### src/rtl/acc_pkg.sv
package acc_pkg;
  typedef enum logic [2:0] {
    S_IDLE, S_CONV_HI, S_CONV_LO, S_SETUP, S_CLK_LO, S_CLK_HI, S_WAKE_HI, S_GAP
  } seq_state_e;

  typedef enum logic [1:0] {OP_CAP, OP_NAP, OP_SLP, OP_WAKE} op_e;

  localparam int BIT_CAP  = 0;
  localparam int BIT_NAP  = 1;
  localparam int BIT_SLP  = 2;
  localparam int BIT_WAKE = 3;
  localparam int NREQ     = 4;

  localparam int NAP_PULSES = 2;
  localparam int SLP_PULSES = 4;

  localparam int DATA_BITS = 12;
  localparam int WORD_BITS = DATA_BITS + 1;
  localparam int OUT_BITS  = 16;
endpackage

### src/rtl/acc_tick_gen.sv
module acc_tick_gen #(
  parameter int DIV_CYC = 10
) (
  input  logic clk,
  input  logic rst_n,
  input  logic run,
  output logic tick
);
  localparam int DW = (DIV_CYC > 2) ? $clog2(DIV_CYC) : 1;

  logic [DW-1:0] div_q, div_n;

  assign tick = run && (div_q == DW'(DIV_CYC - 1));

  always_comb begin
    if (!run || tick) div_n = '0;
    else              div_n = div_q + DW'(1);
  end

  always_ff @(posedge clk or negedge rst_n) begin
    if (!rst_n) div_q <= '0;
    else        div_q <= div_n;
  end

  // Unit boundaries never come back to back (R3 unit length)
  p_tick_spacing_r3: assert property (@(posedge clk) disable iff (!rst_n)
    tick |=> !tick);
endmodule

### src/rtl/acc_seq.sv
module acc_seq
  import acc_pkg::*;
#(
  parameter int SETUP_UNITS = 2,
  parameter int GAP_UNITS   = 5,
  parameter int FRAME_LEN   = 16
) (
  input  logic            clk,
  input  logic            rst_n,
  input  logic            tick,
  input  logic [NREQ-1:0] req,
  output logic            run,
  output logic            conv_o,
  output logic            sclk_o,
  output logic            sample_en,
  output logic            frame_done
);
  localparam int M1   = (FRAME_LEN > SETUP_UNITS) ? FRAME_LEN : SETUP_UNITS;
  localparam int M2   = (GAP_UNITS > SLP_PULSES) ? GAP_UNITS : SLP_PULSES;
  localparam int MAXC = (M1 > M2) ? M1 : M2;
  localparam int CW   = $clog2(MAXC + 1);

  seq_state_e      state_q, state_n;
  op_e             op_q, op_n;
  logic [CW-1:0]   cnt_q, cnt_n;
  logic [NREQ-1:0] pend_q, pend_n, launch;
  logic            conv_q, sclk_q;

  assign run    = (state_q != S_IDLE);
  assign conv_o = conv_q;
  assign sclk_o = sclk_q;

  always_comb begin
    state_n    = state_q;
    op_n       = op_q;
    cnt_n      = cnt_q;
    launch     = '0;
    sample_en  = 1'b0;
    frame_done = 1'b0;
    case (state_q)
      S_IDLE: begin
        if (pend_q[BIT_WAKE]) begin
          launch[BIT_WAKE] = 1'b1; op_n = OP_WAKE; state_n = S_WAKE_HI;
        end else if (pend_q[BIT_SLP]) begin
          launch[BIT_SLP] = 1'b1; op_n = OP_SLP; state_n = S_CONV_HI;
          cnt_n = CW'(SLP_PULSES);
        end else if (pend_q[BIT_NAP]) begin
          launch[BIT_NAP] = 1'b1; op_n = OP_NAP; state_n = S_CONV_HI;
          cnt_n = CW'(NAP_PULSES);
        end else if (pend_q[BIT_CAP]) begin
          launch[BIT_CAP] = 1'b1; op_n = OP_CAP; state_n = S_CONV_HI;
          cnt_n = CW'(1);
        end
      end
      S_CONV_HI: if (tick) begin
        if (op_q == OP_CAP) begin
          state_n = S_SETUP; cnt_n = CW'(SETUP_UNITS - 1);
        end else begin
          state_n = S_CONV_LO;
        end
      end
      S_CONV_LO: if (tick) begin
        if (cnt_q == CW'(1)) begin
          state_n = S_GAP; cnt_n = CW'(GAP_UNITS - 1);
        end else begin
          state_n = S_CONV_HI; cnt_n = cnt_q - CW'(1);
        end
      end
      S_SETUP: if (tick) begin
        if (cnt_q == '0) begin
          state_n = S_CLK_LO; cnt_n = CW'(FRAME_LEN - 1);
        end else begin
          cnt_n = cnt_q - CW'(1);
        end
      end
      S_CLK_LO: if (tick) begin
        sample_en = 1'b1; state_n = S_CLK_HI;
      end
      S_CLK_HI: if (tick) begin
        if (cnt_q == '0) begin
          frame_done = 1'b1; state_n = S_GAP; cnt_n = CW'(GAP_UNITS - 1);
        end else begin
          state_n = S_CLK_LO; cnt_n = cnt_q - CW'(1);
        end
      end
      S_WAKE_HI: if (tick) begin
        state_n = S_GAP; cnt_n = CW'(GAP_UNITS - 1);
      end
      S_GAP: if (tick) begin
        if (cnt_q == '0) state_n = S_IDLE;
        else             cnt_n = cnt_q - CW'(1);
      end
      default: state_n = S_IDLE;
    endcase
    pend_n = (pend_q & ~launch) | req;
  end

  always_ff @(posedge clk or negedge rst_n) begin
    if (!rst_n) begin
      state_q <= S_IDLE;
      op_q    <= OP_CAP;
      cnt_q   <= '0;
      pend_q  <= '0;
      conv_q  <= 1'b0;
      sclk_q  <= 1'b0;
    end else begin
      state_q <= state_n;
      op_q    <= op_n;
      cnt_q   <= cnt_n;
      pend_q  <= pend_n;
      conv_q  <= (state_n == S_CONV_HI);
      sclk_q  <= (state_n == S_CLK_HI) || (state_n == S_WAKE_HI);
    end
  end

  // Start line and clock are never high together (R8 R9 clock held low)
  p_conv_sclk_excl_r8: assert property (@(posedge clk) disable iff (!rst_n)
    !(conv_q && sclk_q));
  // A wake operation leaves the start line alone
  p_wake_no_conv_r10: assert property (@(posedge clk) disable iff (!rst_n)
    (run && op_q == OP_WAKE) |-> !conv_q);
  // Held requests survive a busy cycle
  p_pend_held_r12: assert property (@(posedge clk) disable iff (!rst_n)
    run |=> ((pend_q & $past(pend_q)) == $past(pend_q)));
  // The first clock rise of a capture never coincides with the start strobe
  p_setup_r2: assert property (@(posedge clk) disable iff (!rst_n)
    (run && op_q == OP_CAP && $rose(sclk_q)) |-> !$past(conv_q));
endmodule

### src/rtl/acc_frame_pack.sv
module acc_frame_pack
  import acc_pkg::*;
(
  input  logic                clk,
  input  logic                rst_n,
  input  logic                sample_en,
  input  logic                din,
  input  logic                frame_done,
  input  logic                signed_fmt,
  output logic [OUT_BITS-1:0] result_o,
  output logic                valid_o,
  output logic                notrdy_o
);
  logic [WORD_BITS-1:0] sh_q, sh_n;
  logic [OUT_BITS-1:0]  res_q, res_n, fmt_word;
  logic                 valid_q, notrdy_q;
  logic                 rdy_bit;

  assign rdy_bit = sh_q[WORD_BITS-1];

  always_comb begin
    if (signed_fmt)
      fmt_word = {{(OUT_BITS-DATA_BITS){sh_q[DATA_BITS-1]}}, sh_q[DATA_BITS-1:0]};
    else
      fmt_word = {{(OUT_BITS-WORD_BITS){1'b0}}, sh_q};
    sh_n  = sample_en  ? {sh_q[WORD_BITS-2:0], din} : sh_q;
    res_n = frame_done ? fmt_word : res_q;
  end

  always_ff @(posedge clk or negedge rst_n) begin
    if (!rst_n) begin
      sh_q     <= '0;
      res_q    <= '0;
      valid_q  <= 1'b0;
      notrdy_q <= 1'b0;
    end else begin
      sh_q     <= sh_n;
      res_q    <= res_n;
      valid_q  <= frame_done;
      notrdy_q <= frame_done && !rdy_bit;
    end
  end

  assign result_o = res_q;
  assign valid_o  = valid_q;
  assign notrdy_o = notrdy_q;

  p_notrdy_with_valid_r7: assert property (@(posedge clk) disable iff (!rst_n)
    notrdy_q |-> valid_q);
  p_valid_single_r7: assert property (@(posedge clk) disable iff (!rst_n)
    valid_q |=> !valid_q);
endmodule

### src/rtl/adc_capture_ctrl.sv
module adc_capture_ctrl
  import acc_pkg::*;
#(
  parameter int DIV_CYC     = 10,
  parameter int SETUP_UNITS = 2,
  parameter int GAP_UNITS   = 5,
  parameter int FRAME_LEN   = 16
) (
  input  logic        clk,
  input  logic        rst_n,
  input  logic        cap_req,
  input  logic        nap_req,
  input  logic        sleep_req,
  input  logic        wake_req,
  input  logic        bipolar_i,
  input  logic        sext_i,
  input  logic        adc_dout,
  output logic        adc_conv,
  output logic        adc_sclk,
  output logic [15:0] sample_o,
  output logic        sample_valid_o,
  output logic        not_ready_o
);
  logic rs1_q, rs2_q;
  logic run, tick, sample_en, frame_done;
  logic [NREQ-1:0] req;

  always_ff @(posedge clk or negedge rst_n) begin
    if (!rst_n) begin
      rs1_q <= 1'b0;
      rs2_q <= 1'b0;
    end else begin
      rs1_q <= 1'b1;
      rs2_q <= rs1_q;
    end
  end

  always_comb begin
    req           = '0;
    req[BIT_CAP]  = cap_req;
    req[BIT_NAP]  = nap_req;
    req[BIT_SLP]  = sleep_req;
    req[BIT_WAKE] = wake_req;
  end

  acc_tick_gen #(.DIV_CYC(DIV_CYC)) u_tick (
    .clk(clk), .rst_n(rs2_q), .run(run), .tick(tick)
  );

  acc_seq #(
    .SETUP_UNITS(SETUP_UNITS), .GAP_UNITS(GAP_UNITS), .FRAME_LEN(FRAME_LEN)
  ) u_seq (
    .clk(clk), .rst_n(rs2_q), .tick(tick), .req(req), .run(run),
    .conv_o(adc_conv), .sclk_o(adc_sclk),
    .sample_en(sample_en), .frame_done(frame_done)
  );

  acc_frame_pack u_pack (
    .clk(clk), .rst_n(rs2_q), .sample_en(sample_en), .din(adc_dout),
    .frame_done(frame_done), .signed_fmt(bipolar_i && sext_i),
    .result_o(sample_o), .valid_o(sample_valid_o), .notrdy_o(not_ready_o)
  );

  p_upper_zero_r5: assert property (@(posedge clk) disable iff (!rs2_q)
    (sample_valid_o && !(bipolar_i && sext_i)) |-> (sample_o[15:13] == 3'b000));
  p_sext_r6: assert property (@(posedge clk) disable iff (!rs2_q)
    (sample_valid_o && bipolar_i && sext_i) |-> (sample_o[15:12] == {4{sample_o[11]}}));
endmodule

### config.mk
export PLATFORM = sky130hd
export DESIGN_NAME = adc_capture_ctrl
export DESIGN_NICKNAME = d
export VERILOG_FILES = /design/src/rtl/acc_pkg.sv /design/src/rtl/acc_tick_gen.sv /design/src/rtl/acc_seq.sv /design/src/rtl/acc_frame_pack.sv /design/src/rtl/adc_capture_ctrl.sv
export SDC_FILE = /design/constraint.sdc
export NUM_CORES = 1
export LEC_CHECK = 0
export ABC_AREA = 1
export CAP_MARGIN = 25
export CORE_ASPECT_RATIO = 1.1
export CORE_MARGIN = 10
export CORE_UTILIZATION = 50
export DETAILED_ROUTE_END_ITERATION = 10
export DONT_BUFFER_PORTS = 1
export PLACE_DENSITY = 0.66
export SLEW_MARGIN = 15
export SYNTH_ARGS = -nofsm -noshare
export SYNTH_HDL_FRONTEND = slang
export SYNTH_SLANG_ARGS = --single-unit
### constraint.sdc
create_clock -name clk -period 2.48 [get_ports clk]
set_input_delay 0.496 -clock clk [delete_from_list [all_inputs] [get_ports clk]]
set_output_delay 0.496 -clock clk [all_outputs]
set_load 0.01 [all_outputs]
## Word level (Yosys, flattened, before mapping)

Cells that the tools add are included.

- Register bits: 53
- Input port bits: 9
- Output and inout bits: 20
- Word-level logic and storage cells: 107

- Add/sub/neg operators: 2
- Eq/ne operators: 22
- Muxes and demuxes: 52
- Bitwise operators: 3
- Reductions and logical operators: 15

Operators with widths:

| operator | count |
|---|---|
| $mux W5 | 15 |
| $mux W3 | 15 |
| $pmux W5 S7 | 1 |
| $pmux W3 S8 | 1 |
| $eq A3 B3 Y1 const B | 6 |
| $mux W16 | 1 |
| $ne A2 B2 Y1 const B | 8 |
| $mux W2 | 6 |
| $mux W1 | 11 |
| $reduce_and A11 Y1 | 1 |
| $mux W4 | 2 |
| $reduce_bool A7 Y1 | 1 |
| $eq A3 B1 Y1 const B | 2 |
| $eq A3 B2 Y1 const B | 2 |
| $eq A5 B1 Y1 const B | 1 |
| $logic_not A5 Y1 | 1 |
| $sub A5 B1 Y5 const B | 1 |
| $add A4 B1 Y4 const B | 1 |
| $and A4 B4 Y4 | 1 |
| $eq A4 B4 Y1 const B | 1 |
| $ne A4 B1 Y1 const B | 1 |
| $not A4 Y4 | 1 |
| $or A4 B4 Y4 | 1 |
| $reduce_bool A4 Y1 | 1 |
| other kinds (8) | 12 |

## Depth between registers and ports, before layout

- Word-level depth: 8
- Depth in mapped cells: 13
- Mapped depth without buffers: 13

## Hierarchy

From an unflattened synthesis, not the netlist that was laid out.

- Cells, all modules: 307
- Area total of the unflattened synthesis: 2618.8 µm²

By module, submodules not included:

| module | times used | cells each | area an instance (µm²) |
|---|---|---|---|
| acc_seq | 1 | 173 | 1247.4 |
| acc_frame_pack | 1 | 107 | 1108.6 |
| acc_tick_gen | 1 | 22 | 201.4 |
| adc_capture_ctrl | 1 | 5 | 61.3 |

## Worst setup path before layout

OpenSTA, ideal clock, no wires.

- Path type: register to register
- Start: register u_seq.cnt_q[0]
- End: register u_pack.res_q[12], in the netlist u_pack.result_o[12]
- Setup time: 0.127 ns
- Arrival: 1.434 ns
- Setup slack: 0.919 ns
- Stages on the path, launching flop included: 11
- Buffers on the path: 1
- Clock period less this slack: 1.561 ns
- Path through: dfrtp_1 inv_1 ha_1 nand2_1 nor2_4 nand3_4 nor2_4 inv_4 buf_6 nand2_1 nand3_1

- Cells in the longest elaborated chain, start to end: 4

RTL lines:

| what | RTL line | source |
|---|---|---|
| start, declared | acc_seq.sv:25 | `logic [CW-1:0] cnt_q, cnt_n;` |
| start signal, assigned | acc_seq.sv:109 | `cnt_q <= cnt_n;` |
| $logic_not A5 Y1 | acc_seq.sv:80 | `if (cnt_q == '0) begin` |
| $mux W1 | acc_seq.sv:80 |  |
| $mux W1 | acc_seq.sv:79 | `S_CLK_HI: if (tick) begin` |
| $mux W1 | acc_seq.sv:40 | `case (state_q)` |
| named net frame_done | adc_capture_ctrl.sv:25 | `logic run, tick, sample_en, frame_done;` |
| end signal, assigned | acc_frame_pack.sv:38 | `res_q <= res_n;` |
| end, declared | acc_frame_pack.sv:15 | `logic [OUT_BITS-1:0] res_q, res_n, fmt_word;` |

The timed path passes the listed nets, and every way through them passes these cells.
A chain may end at the register's enable or synchronous reset.

## Final worst setup path

- Start: register u_seq.cnt_q[0]
- End: register u_seq.sclk_q, in the netlist u_seq.sclk_o

- Cells in the longest elaborated chain, start to end: 6

RTL lines:

| what | RTL line | source |
|---|---|---|
| $eq A5 B1 Y1 / $logic_not A5 Y1 (equally long branches) | acc_seq.sv:63, acc_seq.sv:70, acc_seq.sv:90 |  |
| $mux W3, on equally long branches | acc_seq.sv:63, acc_seq.sv:70, acc_seq.sv:90 |  |
| $mux W3, on equally long branches | acc_seq.sv:62, acc_seq.sv:69, acc_seq.sv:89 |  |
| $pmux W3 S8 * | acc_seq.sv:40 |  |
| named net u_seq.state_n[2] | acc_seq.sv:23 | `seq_state_e state_q, state_n;` |
| $eq A3 B3 Y1 | acc_seq.sv:112 | `sclk_q <= (state_n == S_CLK_HI) \|\| (state_n == S_WAKE_HI);` |
| $logic_or A1 B1 Y1 * | acc_seq.sv:112 |  |
| end signal, assigned | acc_seq.sv:112 |  |
| end, declared | acc_seq.sv:27 | `logic conv_q, sclk_q;` |

Mark *: on every way through the listed nets, which the timed path passes. The rest lies on a longest branch.

==> impl_results.md <==
* Status: finished, final reports clean
* Fraction of layout cells with a size suffix above 1 at 9.70%
* Mean Syn Cell Area at between 8 and 9 um2
* Final ANT Viol Nets at 0
* Initial antenna violation count at 2
* Filler Cell Count at ~440
* Placed wire-length estimate at 3610 um
* Nets at ~310
* Post-synth net total at 309
* Post-Syn Instances at roughly 300
* GPL Wtd Cong at 0.912
* Multi-input logic area at between 0.001 and 0.0015 mm2
* Most common cell after layout, fill and taps aside: nand2_1
* # DRC at 0
* RSZ-0062 raised after global routing: false
* Setup CP Type: flip-flop to flip-flop
* Final wirelength at 4860 um
* DR WL/cell at between 10 and 15 um
* Max cap viols at 0
* Netlist cell types at 33
* Ports at 29
* Final Util at about 56%
* Seq cells post-synth at 51
* Maximum VDD drop at 0.385 mV
* Number of DRC markers in iteration 0 at 85
* Vias per Instance at slightly above 5
* Die Height at 94.2 um
* Clock Path Buffers at 2
* FMAX at between 500 and 600 MHz
* Non-filler instance count after layout at 357
* DRT Pass-1 Iters at 4
* Clock-pin slew on the worst setup and hold paths at 0.09 ns
* Core area at 0.00475 mm2
* Max Slew Vio Count at 0
* Seq/Total Area, Yosys at 51.0%
* Synth warn at 0
* Tmin final at 1.76 ns
* PD cells at 540 mW/mm2
* Area leader, netlist: dfrtp_1
* Clk root buf: clkbuf_8
* Final worst path period share at 70.9%
* CTS tree: done
* Area grow syn2layout at 6.55%
* # rows at 26
* Critical path capture point type: flip-flop
* Port Buffers at 0
* GRT Residual Overflow at 0
* Post-synthesis instance area at 0.00250 mm2
* Static leakage at 1.28 nW
* Clk sinks at 51
* Worst EP required at 2.68 ns
* DP Cell Count at approximately 350
* Final Hold Fails at 0
* Via count at about 1900
* H-tree depth at 2
* Register area at ~0.0013 mm2
* Largest net degree at the start of global routing at 34
* Chip Width at 87.4 um
* Min-delay worst type: flip-flop to async pin
* DIE AREA at 0.00823 mm2
* TNS Setup at 0 ns
* Critical path arrival at 1.96 ns
* TritonCTS Buffers at 5
* First-pass GRT wire length at 8310 um
* Most frequent cells in the layout: nand2_1 (74), dfrtp_1 (50), inv_1 (38), o21ai_0 (29), nor2_1 (24)
* # setup viols final at 0
* Clk_skew at between 0.004 and 0.005 ns
* Starting density of the core at 52.7%
* Clk_lat worst skew at approximately 0.30 ns
* CP Max Fanout at 5
* Synth area leaders: dfrtp_1 (51%), nand2_1 (11%), o21ai_0 (5.8%)
* Post-synth top area share at between 50% and 60%
* CP startpoint kind: flip-flop
* Vias in the first global route at approximately 1800
* Total GRT Usage at 12.4%
[stage by stage]
stage          setup WS, ns  instance area [um2]  total power [mW]  hold slack [ns]
5_1_grt               0.492                 2670              1.49            0.222
6_report              0.720                 2670              1.44            0.186
3_3_place_gp          0.747                 2530             0.868            0.192
3_5_place_dp          0.731                 2530             0.868            0.195
2_1_floorplan         0.919                 2500             0.862            0.200
4_1_cts               0.713                 2660              1.46            0.204
[worst paths after layout]
check / from / cells past startpoint / endpoint / slack, ns
hold / removal: rs2_q / 0 / u_pack.result_o[1] / 0.19
max in group asynchronous: rs2_q / 1 / u_pack.result_o[12] / 1.56
hold reg to reg: rs2_q / 0 / u_pack.result_o[1] / 0.19
min in group clk: sleep_req / 1 / u_seq.pend_q[2] / 0.30
setup / recovery: u_seq.cnt_q[0] / 9 / u_seq.sclk_o / 0.72
setup reg to reg: u_seq.cnt_q[0] / 9 / u_seq.sclk_o / 0.72
[cell type report]
| cell class | count | area share, % |
|---|---|---|
| Clock inverter | 3 | 1.74 |
| Tap cell | 56 | 2.63 |
| Multi-Input combinational cell | 193 | 37.6 |
| Clock buffer | 5 | 2.58 |
| Timing Repair Buffer | 3 | 0.939 |
| Sequential cell | 51 | 47.9 |
| Antenna cell | 2 | 0.188 |
| Inverter | 44 | 6.38 |
[registers in the layout, indices dropped and copies added, names as in the netlist, 2 cells and up]
name,cells
u_pack.result_o,14
u_seq.cnt_q,5
u_tick.div_q,4
u_seq.op_q,2
u_seq.state_q,3
u_seq.pend_q,4
u_pack.sh_q,13
[where the power goes]
part           internal, mW  leakage (nW)  switching (mW)  total (mW)
logic               0.00331         0.591          0.0107      0.0141
registers             0.833         0.635         0.00525       0.838
clock network         0.304        0.0548           0.282       0.586
[synthesized netlist by cell type, drive strengths merged]
cell type	n
a22oi	1
buf	7
ha	5
nor3	3
xor2	3
inv	44
o21bai	4
dfrtp	51
conb	1
a41oi	1
xnor2	2
o2111ai	1
o211ai	1
nand3b	1
nand4	4
nor2	28
nand2	76
nand3	23
a21oi	4
o21ai	35
[repair_timing]
action / 4_1_cts / 5_1_grt
hold buffers: 1 / 0
setup buffers: 0 / 0
resized for setup: 0 / 0
endpoints found under the hold margin: 2 / 0
[critical path: stages (launching register included)]
cell     delay (ns)
dfrtp_1        0.39
inv_1          0.13
ha_1           0.18
nand2_1        0.09
nor2_4         0.21
nand3_4        0.13
o21ai_0        0.17
nand4_1        0.18
nand3_1        0.14
nand2_1        0.05
[per-layer routing]
layer | wire, um | vias to the layer above | GRT usage [%]
met5 | 0 | - | 0
met4 | 19 | 0 | 3.86
met3 | 316 | 2 | 4.43
met2 | 2340 | 48 | 19.0
met1 | 2190 | 860 | 15.9
li1 | - | 945 | -
[logic make-up after synthesis]
family	after synthesis	synth area share [%]
XOR/XNOR	5	1.75
AO/OA/AOI/OAI	47	10.5
AND/OR/NAND/NOR	135	25.2
other	1	0.150
buffers and inverters	51	8.90
adder cells (fa/ha/maj)	5	2.50
flip-flops	51	51.0
Power figures use the tool's default switching activity.
